===== src/rtl/cmd_ring_pkg.sv =====
package cmd_ring_pkg;
  localparam int NUM_OPS = 8;
  localparam logic [3:0] OP_COMP_WAIT = 4'd1;
  localparam logic [3:0] ILLEGAL_CODE = 4'd5;

  typedef enum logic [2:0] {
    ST_IDLE, ST_REQ, ST_BEAT0, ST_BEAT1, ST_DECODE, ST_WRITE, ST_RETIRE
  } fetchState_t;

  typedef struct packed {
    logic capLo;
    logic capHi;
    logic retire;
    logic halt;
    logic compDone;
  } ctrlStb_t;

  function automatic logic opLegal(input logic [3:0] op);
    return (op >= 4'd1) && (op <= 4'(NUM_OPS));
  endfunction
endpackage


===== src/rtl/cmd_ring_dp.sv =====
module cmd_ring_dp
  import cmd_ring_pkg::*;
#(
  parameter int ADDR_W = 52,
  parameter int PTR_W  = 15
) (
  input  logic              clk,
  input  logic              rstN,
  input  ctrlStb_t          stb,
  input  logic [63:0]       ringBaseReg,
  input  logic [63:0]       tailReg,
  input  logic [63:0]       ctrlReg,
  input  logic              ctrlWrite,
  input  logic              headLoad,
  input  logic [63:0]       headIn,
  input  logic [7:0]        statusClr,
  input  logic [63:0]       memRdData,
  output logic [63:0]       headOut,
  output logic [7:0]        statusOut,
  output logic [ADDR_W-1:0] rdAddr,
  output logic [ADDR_W-1:0] wrAddr,
  output logic [63:0]       wrData,
  output logic [63:0]       word0,
  output logic [63:0]       word1,
  output logic [3:0]        opcode,
  output logic              empty,
  output logic              runOk
);
  localparam int OFS_LSB = 4;
  localparam int OFS_MSB = OFS_LSB + PTR_W - 1;

  logic [PTR_W-1:0] head, lenMask, tailIdx, headNext;
  logic [3:0] sizeCode;
  logic halted, compFlag;

  assign sizeCode = ringBaseReg[59:56];

  always_comb begin
    for (int i = 0; i < PTR_W; i++) lenMask[i] = (i < int'(sizeCode));
  end

  assign tailIdx  = tailReg[OFS_MSB:OFS_LSB] & lenMask;
  assign headNext = (head + 1'b1) & lenMask;
  assign empty    = (head == tailIdx);
  assign runOk    = ctrlReg[0] & ctrlReg[12] & ~halted;
  assign opcode   = word0[63:60];

  always_ff @(posedge clk) begin
    if (!rstN) begin
      head <= '0;
      halted <= 1'b0;
      compFlag <= 1'b0;
      word0 <= '0;
      word1 <= '0;
    end else begin
      if (headLoad) head <= headIn[OFS_MSB:OFS_LSB] & lenMask;
      else if (stb.retire) head <= headNext;
      if (stb.capLo) word0 <= memRdData;
      if (stb.capHi) word1 <= memRdData;
      if (stb.halt) halted <= 1'b1;
      else if (ctrlWrite) halted <= 1'b0;
      if (stb.compDone && ctrlReg[4]) compFlag <= 1'b1;
      else if (statusClr[2]) compFlag <= 1'b0;
    end
  end

  assign rdAddr = {ringBaseReg[ADDR_W-1:12], 12'h000} + ADDR_W'({head, 4'h0});
  assign wrAddr = {word0[ADDR_W-1:3], 3'b000};
  assign wrData = word1;
  assign headOut = 64'({head, 4'h0});
  assign statusOut = {3'b000, runOk, 1'b0, compFlag, 2'b00};

  a_r4_head_step: assert property (@(posedge clk) disable iff (!rstN)
    stb.retire && !headLoad |=> head == (($past(head) + 1'b1) & $past(lenMask)));
  a_r9_halt_holds_head: assert property (@(posedge clk) disable iff (!rstN)
    halted && !headLoad && !ctrlWrite |=> head == $past(head));
  a_r8_flag_sticky: assert property (@(posedge clk) disable iff (!rstN)
    compFlag && !statusClr[2] |=> compFlag);
endmodule


===== src/rtl/cmd_ring_ctrl.sv =====
module cmd_ring_ctrl
  import cmd_ring_pkg::*;
(
  input  logic         clk,
  input  logic         rstN,
  input  logic         runOk,
  input  logic         empty,
  input  logic [3:0]   opcode,
  input  logic         irqEn,
  input  logic         memRdGnt,
  input  logic         memRdValid,
  input  logic         memWrGnt,
  output ctrlStb_t     stb,
  output logic         memRdReq,
  output logic         memWrReq,
  output logic [NUM_OPS-1:0] cmdStb,
  output logic         errValid,
  output logic [3:0]   errCode,
  output logic         compIrq
);
  fetchState_t state, stateNext;
  logic legal;

  assign legal = opLegal(opcode);

  always_comb begin
    stateNext = state;
    stb = '0;
    memRdReq = 1'b0;
    memWrReq = 1'b0;
    cmdStb = '0;
    errValid = 1'b0;
    compIrq = 1'b0;
    case (state)
      ST_IDLE:   if (runOk && !empty) stateNext = ST_REQ;
      ST_REQ: begin
        memRdReq = 1'b1;
        if (memRdGnt) stateNext = ST_BEAT0;
      end
      ST_BEAT0: if (memRdValid) begin
        stb.capLo = 1'b1;
        stateNext = ST_BEAT1;
      end
      ST_BEAT1: if (memRdValid) begin
        stb.capHi = 1'b1;
        stateNext = ST_DECODE;
      end
      ST_DECODE: begin
        if (!legal) begin
          errValid = 1'b1;
          stb.halt = 1'b1;
          stateNext = ST_IDLE;
        end else if (opcode == OP_COMP_WAIT) stateNext = ST_WRITE;
        else stateNext = ST_RETIRE;
      end
      ST_WRITE: begin
        memWrReq = 1'b1;
        if (memWrGnt) stateNext = ST_RETIRE;
      end
      ST_RETIRE: begin
        stb.retire = 1'b1;
        cmdStb[opcode - 4'd1] = 1'b1;
        if (opcode == OP_COMP_WAIT) begin
          stb.compDone = 1'b1;
          compIrq = irqEn;
        end
        stateNext = ST_IDLE;
      end
      default: stateNext = ST_IDLE;
    endcase
  end

  assign errCode = errValid ? ILLEGAL_CODE : 4'd0;

  always_ff @(posedge clk) begin
    if (!rstN) state <= ST_IDLE;
    else state <= stateNext;
  end

  a_r6_onehot_strobe: assert property (@(posedge clk) disable iff (!rstN)
    $onehot0(cmdStb));
  a_r2_fetch_needs_enable: assert property (@(posedge clk) disable iff (!rstN)
    $rose(memRdReq) |-> $past(runOk && !empty));
  a_r7_write_only_cw: assert property (@(posedge clk) disable iff (!rstN)
    memWrReq |-> opcode == OP_COMP_WAIT);
  a_r9_no_strobe_after_error: assert property (@(posedge clk) disable iff (!rstN)
    errValid |=> cmdStb == '0);
endmodule


===== src/rtl/cmd_ring_engine.sv =====
module cmd_ring_engine
  import cmd_ring_pkg::*;
#(
  parameter int ADDR_W = 52,
  parameter int PTR_W  = 15
) (
  input  logic              clk,
  input  logic              rstN,
  input  logic [63:0]       ringBaseReg,
  input  logic [63:0]       tailReg,
  input  logic [63:0]       ctrlReg,
  input  logic              ctrlWrite,
  input  logic              headLoad,
  input  logic [63:0]       headIn,
  input  logic [7:0]        statusClr,
  output logic [63:0]       headOut,
  output logic [7:0]        statusOut,
  output logic              memRdReq,
  output logic [ADDR_W-1:0] memRdAddr,
  input  logic              memRdGnt,
  input  logic              memRdValid,
  input  logic [63:0]       memRdData,
  output logic              memWrReq,
  output logic [ADDR_W-1:0] memWrAddr,
  output logic [63:0]       memWrData,
  input  logic              memWrGnt,
  output logic [7:0]        cmdStb,
  output logic [63:0]       cmdWord0,
  output logic [63:0]       cmdWord1,
  output logic              errValid,
  output logic [3:0]        errCode,
  output logic              compIrq
);
  ctrlStb_t stb;
  logic [3:0] opcode;
  logic empty, runOk;

  cmd_ring_dp #(.ADDR_W(ADDR_W), .PTR_W(PTR_W)) uDp (
    .clk(clk), .rstN(rstN), .stb(stb), .ringBaseReg(ringBaseReg),
    .tailReg(tailReg), .ctrlReg(ctrlReg), .ctrlWrite(ctrlWrite),
    .headLoad(headLoad), .headIn(headIn), .statusClr(statusClr),
    .memRdData(memRdData), .headOut(headOut), .statusOut(statusOut),
    .rdAddr(memRdAddr), .wrAddr(memWrAddr), .wrData(memWrData),
    .word0(cmdWord0), .word1(cmdWord1), .opcode(opcode),
    .empty(empty), .runOk(runOk)
  );

  cmd_ring_ctrl uCtrl (
    .clk(clk), .rstN(rstN), .runOk(runOk), .empty(empty), .opcode(opcode),
    .irqEn(ctrlReg[4]), .memRdGnt(memRdGnt), .memRdValid(memRdValid),
    .memWrGnt(memWrGnt), .stb(stb), .memRdReq(memRdReq), .memWrReq(memWrReq),
    .cmdStb(cmdStb), .errValid(errValid), .errCode(errCode), .compIrq(compIrq)
  );
endmodule


===== config.mk =====
export PLATFORM = sky130hd
export DESIGN_NAME = cmd_ring_engine
export DESIGN_NICKNAME = d
export VERILOG_FILES = /design/src/rtl/cmd_ring_pkg.sv /design/src/rtl/cmd_ring_dp.sv /design/src/rtl/cmd_ring_ctrl.sv /design/src/rtl/cmd_ring_engine.sv
export SDC_FILE = /design/constraint.sdc
export NUM_CORES = 1
export LEC_CHECK = 0
export ABC_AREA = 1
export BUFFER_PORTS_ARGS = -buffer_cell sky130_fd_sc_hd__buf_4
export CAP_MARGIN = 10
export CORE_AREA = 2 2 279 281
export DETAILED_ROUTE_END_ITERATION = 7
export DIE_AREA = 0 0 281 283
export HOLD_SLACK_MARGIN = 0.05
export PLACE_DENSITY = 0.32
export REMOVE_ABC_BUFFERS = 1
export SLEW_MARGIN = 0
export SYNTH_ARGS = -nofsm -noshare
export SYNTH_HDL_FRONTEND = slang
export SYNTH_SLANG_ARGS = --single-unit
export TNS_END_PERCENT = 30

===== constraint.sdc =====
create_clock -name clk -period 4.6 [get_ports clk]
set_input_delay 0.69 -clock clk [delete_from_list [all_inputs] [get_ports clk]]
set_output_delay 0.69 -clock clk [all_outputs]
set_load 0.005 [all_outputs]

# After elaboration in Yosys (flattened, before gate mapping)
# Index checks and enable logic that the tools add are counted.
# totals
reg_bits	148
latch_bits	0
ramBits	0
romBits	0
wordCells	87
n_memories	0
# op_classes
addsub	3
mul	0
div	0
n_lt_le_gt_ge	19
n_eq_ne	13
shifts	0
mux	30
n_bitwise	6
reduce_logical	10
# op_table
cell	count
adder 52 x 19 -> 52 bit	1
bitwise AND 15 bit	3
two-way mux 15 bit	2
< comparator 4 bit, first input constant	7
two-way mux 3 bit	7
one-hot mux 3 bit (6 select lines)	1
two-way mux 1 bit	17
< comparator 3 x 4 -> 1 bit, first input constant	4
adder 15 x 1 -> 15 bit, second input constant	1
== test 15 bit	1
== test 3 bit, second input constant	3
greater-or-equal comparator 4 x 1 -> 1 bit, second input constant	2
< comparator 1 x 4 -> 1 bit, first input constant	2
< comparator 2 x 4 -> 1 bit, first input constant	2
two-way mux 8 bit	1
inequality test 2 bit, second input constant	4
== test 3 x 2 -> 1 bit, second input constant	2
nonzero test 2 bit	3
AND reduction 5 bit	1
== test 4 x 1 -> 1 bit, second input constant	1
<= comparator 4 bit, second input constant	1
logical AND 1 bit	4
< comparator 4 bit, second input constant	1
subtractor 4 x 1 -> 4 bit, second input constant	1
8 further kinds	9

# Depth between registers and ports, before layout
# logic_depth
word_depth	7
depth_mapped	15

# Hierarchy
# From an unflattened synthesis, not the netlist that was laid out.
# unflattened
cells_unflattened	1431
hier_area_um2	9339.0
# modules_own_cells
module	instances	cells_each	area_per_inst_um2	seq_area_each_um2
cmd_ring_dp	1	1339	8832.2	2902.8
cmd_ring_ctrl	1	92	506.7	60.1

# Least setup slack after synthesis
# No wires, ideal clock.
# synth_path
kind	input -> output
startpoint	in ringBaseReg[12]
endpoint	out memRdAddr[42]
arrival_ps	2189
t_required_ps	3910
slack_ps	1721
path_stages	11
path_buffers	0
cell_sequence	ha_1 fa_1 inv_1 o21a_1 o21ai_4 nand2_2 nand2_2 nand2_4 nor2_2 nand2_1 xor2_1
# synth_between
elab_chain_cells	1
# synth_rtl
item	line_no	source
from (decl)	cmd_ring_engine.sv:9	input logic [63:0] ringBaseReg,
adder 52 x 19 -> 52 bit	cmd_ring_dp.sv:67	assign rdAddr = {ringBaseReg[ADDR_W-1:12], 12'h000} + ADDR_W'({head, 4'h0});
to (decl)	cmd_ring_engine.sv:19	output logic [ADDR_W-1:0] memRdAddr,
# Every way passes these cells.

# Worst setup path in the final report
# layout_path
startpoint	reg uDp.head[8]
endpoint	out memRdAddr[40]
# layout_between
elab_chain_cells	1
# layout_rtl
item	line_no	source
from (decl)	cmd_ring_dp.sv:32	logic [PTR_W-1:0] head, lenMask, tailIdx, headNext;
from (signal assigned)	cmd_ring_dp.sv:56	if (headLoad) head <= headIn[OFS_MSB:OFS_LSB] & lenMask;
from (signal assigned)	cmd_ring_dp.sv:57	else if (stb.retire) head <= headNext;
adder 52 x 19 -> 52 bit	cmd_ring_dp.sv:67	
# Every way passes these cells.

==> flow_metrics.tcl <==
set metrics [dict create \
    clockBufferDepth 2 \
    ys_seq_area_share_pct 32.5 \
    io_pins 719 \
    path_delay_family "adder cells" \
    path_cells "ha_1 -> fa_1 -> inv_1 -> o21a_1 -> o21ai_4 -> nand2_2 -> nand2_2 -> nand2_4 -> nor2_8 -> nand2_1 -> xor2_1 -> buf_4" \
    postLayoutCoreUtil_pct 17.2 \
    n_antenna_cell 0 \
    final_nets 1966 \
    drt-pass1-iter-count 5 \
    setup_viol 0 \
    period_needed_ns 3.77 \
    hold_buffers 0 \
    dp.cells 2641 \
    cp.depth 12 \
    post_cts_resized 0 \
    numCtsBuffers 17 \
    wl_per_cell_um 16.3 \
    area_growth_pct 44.7 \
    cpPeakStageDelay_ns 0.56 \
    drive_gt1_share_pct 32.8 \
    critPathCaptureType "primary output" \
    worstSetupPathType "reg2out" \
    finalWeightedCongestion 0.823 \
    internal_power_mw 2.47 \
    initial_core_util_pct 11.9 \
    max_slew_margin_pct 22.7 \
    leakage_nw 5.63 \
    cp_data_arrival_time_ns 3.08 \
    crit_required_ns 3.91 \
    hpwl_um 33200 \
    async_reset_ff_share_pct 0 \
    synth_cell_types 43 \
    num_vias 9642 \
    place_area_sq_mm 0.0126 \
    reg2regPathDepth 6 \
    synth_area_sq_mm 0.00911 \
    swShare_pct 35.7 \
    post_drt_via_cell_ratio 3.61 \
    slowest_stage "dfxtp_1" \
    pwr-share-seq_pct 37.6 \
    grt_usage_pct 10.6 \
    cts_tree "yes" \
    synth_top_area_cell "dfxtp_1" \
    synthCells 1316 \
    ys_ff_latch 148 \
    antenna_found_initial 1 \
    irDropWorstVdd_uv 184 \
    clock_power_share_pct 39.3 \
    status "finished clean" \
    io_buffers 468 \
    insertion_delay_ns 0.48 \
    fill_cells 8807 \
    die_area_sq_mm 0.0795 \
    combPwrFrac_pct 23.1 \
    synth_ff_type "dfxtp_1" \
    yosysMostFrequentCell "nand2_1" \
    final_area_sq_mm 0.0132 \
    postCtsSetupBuffers 0 \
    worst-path-max-fanout 9 \
    synth_top_cells_by_count "nand2_1, buf_4, nand3_1, a21oi_1, dfxtp_1" \
    coreArea_sq_mm 0.0767 \
    core.rowCount 102 \
    synth_warnings 0 \
    start_kind "register" \
    grt_pass1_vias 9543 \
    grt_pass1_wl_um 63100 \
    fin_crit_sh_pct 81.9 \
    die_y_um 283 \
    cts_sinks 148 \
    power_density_mw_per_mm2 291 \
    holdWs_ns 0.467 \
    skew_ns 0.0164 \
    yosys-top-cells-area "dfxtp_1, buf_4, nand2_1, nand3_1, a21oi_1" \
    ant_nets 0 \
    worstMarginPinSlew_ns 1.16 \
    cp_common_cell "nand2_2" \
    synth_top_area_share_pct 32.5 \
    die_w_um 281 \
    grt_max_degree 71 \
    htreeDepth 4 \
    clockRootBuffer "clkbuf_16" \
    hold_viol_final 0 \
    whs_path_depth 2 \
    drt_iter0_drc 422 \
    routed_wl_um 43500 \
    drc_errors 0 \
    clk_pin_slew_ns 0.08 \
    slew_viol_final 0 \
    synth_edf_count 0 \
    synth.avg_cell_area_sq_um 6.92 \
    layout.cells.non_filler 2673 \
    fin_setup_tns_ns 0 \
    cap_violations 0 \
    hp-class "reg2reg" \
    switchingPower_mw 1.37 \
    cp_num_buf_inv 2 \
    rsz0062_at_grt "false" \
    fmax_mhz 265 \
    grt_overflow 0 \
]
[path summary, 6_finish.rpt]
| check | to | slack [ns] | from |
|---|---|---|---|
| worst min-delay path | uDp.word0[59] | 0.47 | uDp.word0[59] |
| worst min register to register | uDp.word0[59] | 0.47 | uDp.word0[59] |
| worst max register to register | uDp.word1[42] | 2.33 | uCtrl.state[0] |
| worst max-delay path | memRdAddr[40] | 0.83 | uDp.head[8] |
[tightest hold or removal path, cell delays in order, from the launching register on]
cell,delay (ns)
dfxtp_1,0.32
nand2_1,0.06
a21oi_1,0.05
[power by group through the flow]
stage | combinational [mW] | sequential (mW) | clock, mW
3_5_place_dp | 0.910 | 1.47 | 0
6_report | 0.886 | 1.44 | 1.50
4_1_cts | 0.912 | 1.44 | 1.60
2_1_floorplan | 0.356 | 1.45 | 0
3_3_place_gp | 0.908 | 1.47 | 0
5_1_grt | 0.987 | 1.45 | 1.63
[sequential cells by signal, summed over array words and instances (netlist names)]
register / count
uDp.head: 15
uCtrl.state: 3
uDp.compFlag: 1
uDp.word0: 64
uDp.word1: 64
uDp.halted: 1
[through the flow]
stage | total power [mW] | worst slack, ns
floorplan | 1.81 | -0.00444
global placement | 2.38 | 1.07
detailed placement | 2.38 | 1.05
CTS | 3.95 | 0.691
global route | 4.06 | 0.541
finish | 3.83 | 0.831
[area by class of cell]
cell class / count / area, sq um / area share (%)
flip-flops and latches: 148 / 2960 / 22.5
clock inverters: 15 / 184 / 1.39
multi-input cells: 905 / 4460 / 33.8
repair buffers: 475 / 3580 / 27.1
well taps: 1040 / 1300 / 9.87
clock buffers: 17 / 425 / 3.23
inverters: 73 / 277 / 2.10
[metal layers]
metal | routed length (um) | GRT usage (%) | vias up | part of all wire, %
met1 | 17800 | 12.2 | 4535 | 41
met5 | 0 | 0 | - | 0
met4 | 891 | 3.54 | 0 | 2.0
li1 | - | - | 4674 | -
met3 | 3110 | 2.92 | 38 | 7.1
met2 | 21700 | 18.9 | 395 | 50
[layout by cell type (no fill, tap or decap), types with 6 or more instances in the layout]
cell       instances
nand2_1          270
xor2_1            35
nor3_1            22
nor2_1            80
clkbuf_16         17
inv_8              6
inv_2              6
nand3_1          168
o21ai_0           19
xnor2_1           13
nand4_1           12
ha_1              10
nor2_2             8
dfxtp_1          148
conb_1            64
inv_1             65
o211ai_1           8
buf_4            474
o21ai_1            6
a21oi_1          157
[kinds of logic (layout without fill, tap and decap cells)]
group | count (synthesis) | in the layout | synth area share, %
compound gates | 204 | 204 | 12.0
flops | 148 | 148 | 32.5
simple gates | 578 | 578 | 27.8
other cells | 1 | 64 | 0.0412
fa+ha+maj | 11 | 11 | 1.59
buf+inv | 326 | 580 | 21.4
xor+xnor | 48 | 48 | 4.61
Power figures use the tool's default switching activity.
